File: config.mk
export PLATFORM = sky130hd
export DESIGN_NAME = seg_xlate
export DESIGN_NICKNAME = d
export VERILOG_FILES = /design/src/rtl/seg_xlate_pkg.sv /design/src/rtl/seg_desc_table.sv /design/src/rtl/seg_check.sv /design/src/rtl/seg_resp_stage.sv /design/src/rtl/seg_xlate.sv
export SDC_FILE = /design/constraint.sdc
export NUM_CORES = 1
export LEC_CHECK = 0
export BUFFER_PORTS_ARGS = -buffer_cell sky130_fd_sc_hd__buf_2
export CAP_MARGIN = 20
export CORE_UTILIZATION = 60
export CTS_BUF_LIST = sky130_fd_sc_hd__clkbuf_16
export DETAILED_ROUTE_END_ITERATION = 10
export MAX_ROUTING_LAYER = met4
export PLACE_DENSITY = 0.78
export SLEW_MARGIN = 10
export SYNTH_ARGS = -nofsm -noshare
export SYNTH_HDL_FRONTEND = slang
export SYNTH_SLANG_ARGS = --single-unit
File: constraint.sdc
create_clock -name clk -period 15.85 [get_ports clk]
set_input_delay 3.17 -clock clk [delete_from_list [all_inputs] [get_ports clk]]
set_output_delay 3.17 -clock clk [all_outputs]
set_load 0.03 [all_outputs]
File: src/rtl/seg_xlate_pkg.sv
// Package: shared encodings for the segmented address translation unit.
// Assumes: access kind and fault code are two bits wide at the ports.
package seg_xlate_pkg;

    typedef enum logic [1:0] {
        ACC_READ  = 2'b00,
        ACC_WRITE = 2'b01,
        ACC_EXEC  = 2'b10,
        ACC_RSVD  = 2'b11
    } acc_kind_e;

    typedef enum logic [1:0] {
        FLT_NONE     = 2'b00,
        FLT_LIMIT    = 2'b01,
        FLT_RIGHTS   = 2'b10,
        FLT_UNMAPPED = 2'b11
    } fault_e;

    // Access rights; bit 0 read, bit 1 write, bit 2 execute.
    typedef struct packed {
        logic x;
        logic w;
        logic r;
    } rights_t;

endpackage

File: src/rtl/seg_desc_table.sv
// Module: descriptor storage. It holds one base/limit/mapped/rights entry
// per segment, writable only when the writer is privileged. It reports a
// refused write one cycle later.
// Assumes: a read sees the table as it stood before this cycle's write.
module seg_desc_table
    import seg_xlate_pkg::*;
#(
    parameter int PA_W  = 32,
    parameter int OFF_W = 30,
    parameter int SEL_W = 2
) (
    input  logic             clk,
    input  logic             rst_n,
    input  logic             wr_en,
    input  logic             wr_priv,
    input  logic [SEL_W-1:0] wr_idx,
    input  logic [PA_W-1:0]  wr_base,
    input  logic [OFF_W-1:0] wr_limit,
    input  logic             wr_mapped,
    input  rights_t          wr_rights,
    input  logic [SEL_W-1:0] rd_idx,
    output logic [PA_W-1:0]  rd_base,
    output logic [OFF_W-1:0] rd_limit,
    output logic             rd_mapped,
    output rights_t          rd_rights,
    output logic             denied
);
    localparam int NSEG = 1 << SEL_W;

    logic [PA_W-1:0]  base_q   [NSEG];
    logic [OFF_W-1:0] limit_q  [NSEG];
    logic             mapped_q [NSEG];
    rights_t          rights_q [NSEG];

    logic wr_ok;
    assign wr_ok = wr_en && wr_priv;

    for (genvar i = 0; i < NSEG; i++) begin : g_entry
        // Load entry i on a privileged write addressed to it.
        always_ff @(posedge clk) begin
            if (!rst_n) begin
                base_q[i]   <= '0;
                limit_q[i]  <= '0;
                mapped_q[i] <= 1'b0;
                rights_q[i] <= '0;
            end else if (wr_ok && wr_idx == SEL_W'(i)) begin
                base_q[i]   <= wr_base;
                limit_q[i]  <= wr_limit;
                mapped_q[i] <= wr_mapped;
                rights_q[i] <= wr_rights;
            end
        end

        // a refused write leaves every entry untouched.
        p_refused_keeps_entry_r8: assert property (@(posedge clk) disable iff (!rst_n)
            (wr_en && !wr_priv) |=> ($stable(base_q[i]) && $stable(limit_q[i])
                                     && $stable(mapped_q[i]) && $stable(rights_q[i])));
    end

    // Flag an unprivileged write for one cycle.
    always_ff @(posedge clk) begin
        if (!rst_n) denied <= 1'b0;
        else        denied <= wr_en && !wr_priv;
    end

    // Present the selected entry.
    always_comb begin
        rd_base   = base_q[rd_idx];
        rd_limit  = limit_q[rd_idx];
        rd_mapped = mapped_q[rd_idx];
        rd_rights = rights_q[rd_idx];
    end

    p_denied_pulse_r8: assert property (@(posedge clk) disable iff (!rst_n)
        (wr_en && !wr_priv) |=> denied);
    p_denied_only_refused_r8: assert property (@(posedge clk) disable iff (!rst_n)
        !(wr_en && !wr_priv) |=> !denied);

endmodule

File: src/rtl/seg_check.sv
// Module: combinational limit and rights check with address formation.
// Assumes: PA_W >= OFF_W, so the offset is zero-extended before the add.
module seg_check
    import seg_xlate_pkg::*;
#(
    parameter int PA_W  = 32,
    parameter int OFF_W = 30
) (
    input  logic [PA_W-1:0]  base,
    input  logic [OFF_W-1:0] limit,
    input  logic             mapped,
    input  rights_t          rights,
    input  logic [OFF_W-1:0] offset,
    input  acc_kind_e        kind,
    output logic [PA_W-1:0]  paddr,
    output fault_e           fault
);
    localparam int EXT_W = PA_W - OFF_W;

    logic allowed;

    // Decide whether the access kind is granted by the rights.
    always_comb begin
        unique case (kind)
            ACC_READ:  allowed = rights.r;
            ACC_WRITE: allowed = rights.w;
            ACC_EXEC:  allowed = rights.x;
            default:   allowed = 1'b0;
        endcase
    end

    // Pick the fault by priority and form the address only when clean.
    always_comb begin
        if (!mapped)              fault = FLT_UNMAPPED;
        else if (offset > limit)  fault = FLT_LIMIT;
        else if (!allowed)        fault = FLT_RIGHTS;
        else                      fault = FLT_NONE;
        paddr = (fault == FLT_NONE) ? base + {{EXT_W{1'b0}}, offset} : '0;
    end

endmodule

File: src/rtl/seg_resp_stage.sv
// Module: single-entry response register with valid/ready hand-off.
// Assumes: load is asserted only when slot_free is high.
module seg_resp_stage
    import seg_xlate_pkg::*;
#(
    parameter int PA_W = 32
) (
    input  logic            clk,
    input  logic            rst_n,
    input  logic            load,
    input  logic [PA_W-1:0] in_paddr,
    input  fault_e          in_fault,
    input  logic            out_ready,
    output logic            out_valid,
    output logic [PA_W-1:0] out_paddr,
    output fault_e          out_fault,
    output logic            slot_free
);
    assign slot_free = !out_valid || out_ready;

    // Capture a new result or drain the held one.
    always_ff @(posedge clk) begin
        if (!rst_n) begin
            out_valid <= 1'b0;
            out_paddr <= '0;
            out_fault <= FLT_NONE;
        end else if (load) begin
            out_valid <= 1'b1;
            out_paddr <= in_paddr;
            out_fault <= in_fault;
        end else if (out_ready) begin
            out_valid <= 1'b0;
        end
    end

    p_hold_stable_r9: assert property (@(posedge clk) disable iff (!rst_n)
        (out_valid && !out_ready) |=> (out_valid && $stable(out_paddr) && $stable(out_fault)));
    p_load_gives_valid_r9: assert property (@(posedge clk) disable iff (!rst_n)
        load |=> out_valid);
    p_no_load_when_full_r9: assert property (@(posedge clk) disable iff (!rst_n)
        load |-> slot_free);
    p_fault_zero_addr_r7: assert property (@(posedge clk) disable iff (!rst_n)
        (out_valid && out_fault != FLT_NONE) |-> (out_paddr == '0));

endmodule

File: src/rtl/seg_xlate.sv
// Module: top of the segmented address translation unit. It splits the
// virtual address into selector and offset, reads the descriptor, checks it
// and registers the result behind a valid/ready handshake.
// Assumes: a request uses the table as it stood before any same-cycle write.
module seg_xlate
    import seg_xlate_pkg::*;
#(
    parameter int VA_W  = 32,
    parameter int PA_W  = 32,
    parameter int SEL_W = 2,
    parameter int OFF_W = VA_W - SEL_W
) (
    input  logic             clk,
    input  logic             rst_n,
    input  logic             cfg_we,
    input  logic             cfg_priv,
    input  logic [SEL_W-1:0] cfg_idx,
    input  logic [PA_W-1:0]  cfg_base,
    input  logic [OFF_W-1:0] cfg_limit,
    input  logic             cfg_mapped,
    input  logic [2:0]       cfg_rights,
    output logic             cfg_denied,
    input  logic             req_valid,
    output logic             req_ready,
    input  logic [VA_W-1:0]  req_vaddr,
    input  logic [1:0]       req_kind,
    output logic             rsp_valid,
    input  logic             rsp_ready,
    output logic [PA_W-1:0]  rsp_paddr,
    output logic [1:0]       rsp_fault
);
    logic [SEL_W-1:0] sel;
    logic [OFF_W-1:0] offset;
    logic [PA_W-1:0]  d_base;
    logic [OFF_W-1:0] d_limit;
    logic             d_mapped;
    rights_t          d_rights;
    logic [PA_W-1:0]  x_paddr;
    fault_e           x_fault;
    fault_e           r_fault;
    logic             accept;

    assign sel    = req_vaddr[VA_W-1 -: SEL_W];
    assign offset = req_vaddr[OFF_W-1:0];
    assign accept = req_valid && req_ready;

    seg_desc_table #(.PA_W(PA_W), .OFF_W(OFF_W), .SEL_W(SEL_W)) u_table (
        .clk       (clk),
        .rst_n     (rst_n),
        .wr_en     (cfg_we),
        .wr_priv   (cfg_priv),
        .wr_idx    (cfg_idx),
        .wr_base   (cfg_base),
        .wr_limit  (cfg_limit),
        .wr_mapped (cfg_mapped),
        .wr_rights (rights_t'(cfg_rights)),
        .rd_idx    (sel),
        .rd_base   (d_base),
        .rd_limit  (d_limit),
        .rd_mapped (d_mapped),
        .rd_rights (d_rights),
        .denied    (cfg_denied)
    );

    seg_check #(.PA_W(PA_W), .OFF_W(OFF_W)) u_check (
        .base   (d_base),
        .limit  (d_limit),
        .mapped (d_mapped),
        .rights (d_rights),
        .offset (offset),
        .kind   (acc_kind_e'(req_kind)),
        .paddr  (x_paddr),
        .fault  (x_fault)
    );

    seg_resp_stage #(.PA_W(PA_W)) u_resp (
        .clk       (clk),
        .rst_n     (rst_n),
        .load      (accept),
        .in_paddr  (x_paddr),
        .in_fault  (x_fault),
        .out_ready (rsp_ready),
        .out_valid (rsp_valid),
        .out_paddr (rsp_paddr),
        .out_fault (r_fault),
        .slot_free (req_ready)
    );

    assign rsp_fault = r_fault;

    p_ready_when_empty_r9: assert property (@(posedge clk) disable iff (!rst_n)
        !rsp_valid |-> req_ready);
    p_drained_after_take_r9: assert property (@(posedge clk) disable iff (!rst_n)
        (rsp_valid && rsp_ready && !req_valid) |=> !rsp_valid);

endmodule

==> reports/metrics.cfg <==
[run_status]
status=completed

[grt]
grt_max_degree=44
grt_pass1_vias=9443
grt-ovfl-total=0
antenna_found_initial=6
grt_usage_pct=27.7
grt_pass1_wl_mm=52.4

[synthesis]
synthTopCellsByArea=edfxtp_1 53%, and2_1 11%, mux4_2 9.9%
synth_flop_cell=edfxtp_1
synth_top_area_share_pct=52.8
syn_avg_cell_area_um2=13.5
syn_nets=1274
synth_edf_count=263
synth_seq_cells=300
synth_cells=1105
async_reset_ff_share_pct=0
syn_area_um2=15000
yosysUniqueCellTypes=72
yosys_warnings=0
synth-seq-area-share_pct=57.8
synth_top_area_cell=edfxtp_1

[clock_network]
numCtsBuffers=31
root_buffer=clkbuf_16
holdBufCountCts=0
htreeDepth=1
clockBufferDepth=3
clock_sinks=300
worst_skew_pair.late_latency_ns=0.55
clkTransAtPathRegs_ns=0.06
cts_tree=done
ctsResizeCount=0
postCtsSetupBuffers=0

[cells_and_area]
multi_input_area_um2=6030
fin_nets=1415
nFillCells=1694
layout-drive-gt1-share_pct=22.7
area_delta_synth_final_pct=13.8
final-seq-area_um2=8640

[critical_path]
rr_endpoint=u_resp.out_paddr[23]$_SDFFE_PN0P_
endpoint=u_resp.out_paddr[23]$_SDFFE_PN0P_
worstReg2RegStart=u_table.limit_q[3][20]$_SDFFCE_PN0P_
crit_type=in -> reg
required_ns=16.31
crit_path_max_fanout=40
end_kind=flip-flop
crit_path_start=req_vaddr[30]
ff2ff_setup_slack_ns=12.39
crit_arrival_ns=7.48
reg2reg_depth=11
startpoint_type=input pin

[route]
avgRoutedWirePerCell_um=21.0
viasPerCell=5.93
drt_iter0_markers=949
drc=0
dr.pass1.iters=5
ant_nets=0
route.vias.total=9472
routed_wl_mm=33.6

[pwr]
power.internal_mw=1.40
ir_drop_uv=89.3
switchingPower_mw=0.457
p_comb_share_pct=14.4
finalPower_mw=1.86
seq_power_share_pct=49.5
p_leak_nw=6.57
clock_power_share_pct=36.1
powerDensity_nw_per_um2=109
swShare_pct=24.6

[floorplanning]
start_util_pct=61.3
die_w_um=160
die_area_um2=25600
core_um2=24400
die_y_um=160
rows=57
ios=145

[place]
io_buffers=144
place_congestion=0.960
hpwl_mm=22.2
dpl_worst_slack_ns=8.19

[sta]
max_slew.worst_pin.slew_ns=0.950
finalMaxSlewViolations=0
finalCritPeriodShare_pct=44.3
fin_hold_ws_ns=0.445
fin_setup_tns_ns=0
max_freq_mhz=142
clock_skew_ns=0.0151
max_slew_margin_pct=36.7
fin_crit_ns=7.03
finalSetupViolCount=0
rsz0062_at_grt=no
finalHoldViolations=0
worst_slack_ns=8.82

[job]
cap_violations=0

[min_path]
hp-class=reg -> reg

==> placed cells by master, fill, tap and decap left out, types with 9 or more instances in the layout <==
cell type	count
a21oi_1	36
o21ai_0	21
nand3_1	16
and2_1	267
xor2_1	10
edfxtp_1	263
a22oi_1	19
mux4_2	66
ha_1	60
nor2_1	19
nand2_1	40
clkinv_1	9
buf_4	15
dfxtp_1	37
buf_2	143
clkbuf_16	31
xnor2_1	14
nor2b_1	21
inv_1	49
==> cells in the mapped netlist (10+ instances only) <==
library cell / number
and2_1: 267
edfxtp_1: 263
mux4_2: 66
ha_1: 60
inv_1: 40
nand2_1: 40
dfxtp_1: 37
a21oi_1: 36
clkbuf_1: 35
o21ai_0: 25
nor2_1: 23
nor2b_1: 21
a22oi_1: 19
nand3_1: 16
xnor2_1: 14
xor2_1: 10
==> metrics by stage <==
| step | instances | cell area [µm²] | utilization, % |
|---|---|---|---|
| finish | 1597 | 17000 | 69.8 |
| global route | 1596 | 17000 | 69.8 |
| CTS | 1591 | 17000 | 69.7 |
| detailed placement | 1537 | 16100 | 65.9 |
| global placement | 1536 | 16000 | 65.8 |
| floorplan | 1105 | 15000 | - |
==> cell families after synthesis <==
| kind of cell | count (synthesis) | synth area share, % |
|---|---|---|
| AO/OA/AOI/OAI | 154 | 7.08 |
| XOR/XNOR | 24 | 1.41 |
| adder cells (fa/ha/maj) | 61 | 5.15 |
| buffers and inverters | 91 | 2.43 |
| flip-flops | 300 | 57.8 |
| multiplexers | 67 | 10.0 |
| AND/OR/NAND/NOR | 408 | 16.2 |
==> worst max-delay path, cell delays in order <==
cell and delay (ns):
buf_4 0.42, buf_4 0.74, mux4_2 0.59, inv_1 0.07
ha_1 0.17, nand4_1 0.15, nor4_1 0.64, and4_1 0.37
a21oi_2 0.07, nor3b_2 0.17, buf_4 0.28, nand2_1 0.26
o31ai_1 0.32
==> flip-flops by register name, indices dropped and copies added, names as in the netlist <==
name / cells
u_resp.out_paddr: 32
u_table.denied: 1
u_resp.out_fault: 2
u_table.limit_q: 120
u_table.base_q: 128
u_table.mapped_q: 4
u_table.rights_q: 12
u_resp.out_valid: 1
==> metal layers <==
metal,global-route usage [%],wire (µm)
met4,9.09,1060
met2,44.3,16100
met5,-,0
met3,3.56,2340
met1,37.3,14100
==> worst min path at each step <==
stage,from,to,slack [ns],cells after the start
after floorplan,u_table.mapped_q[2]$_DFF_P_,u_table.mapped_q[2]$_DFF_P_,0.44,2
after global placement,u_resp.out_paddr[26]$_SDFFE_PN0P_,u_resp.out_paddr[26]$_SDFFE_PN0P_,0.43,2
after detailed placement,u_resp.out_paddr[26]$_SDFFE_PN0P_,u_resp.out_paddr[26]$_SDFFE_PN0P_,0.44,2
after CTS,u_resp.out_paddr[31]$_SDFFE_PN0P_,u_resp.out_paddr[31]$_SDFFE_PN0P_,0.45,2
after global routing,u_resp.out_paddr[31]$_SDFFE_PN0P_,u_resp.out_paddr[31]$_SDFFE_PN0P_,0.47,2
final,u_resp.out_paddr[26]$_SDFFE_PN0P_,u_resp.out_paddr[26]$_SDFFE_PN0P_,0.45,2
==> layout make-up <==
type | count | share of cell area (%)
Antenna cell | 6 | 0.0882
Clock buffer | 31 | 4.56
Clock inverter | 23 | 0.882
Inverter | 40 | 0.882
Multi-Input combinational cell | 714 | 35.4
Sequential cell | 300 | 50.8
Tap cell | 324 | 2.38
Timing Repair Buffer | 159 | 5.03
==> power by group through the flow <==
stage                     clock [mW]  sequential, mW  combinational (mW)
final                          0.671           0.921               0.269
after global routing           0.708           0.925               0.295
after CTS                      0.678           0.921               0.268
after detailed placement           0           0.937               0.266
after global placement             0           0.935               0.261
after floorplan                    0           0.943               0.182
No activity file was read; power rests on OpenSTA's default activity.
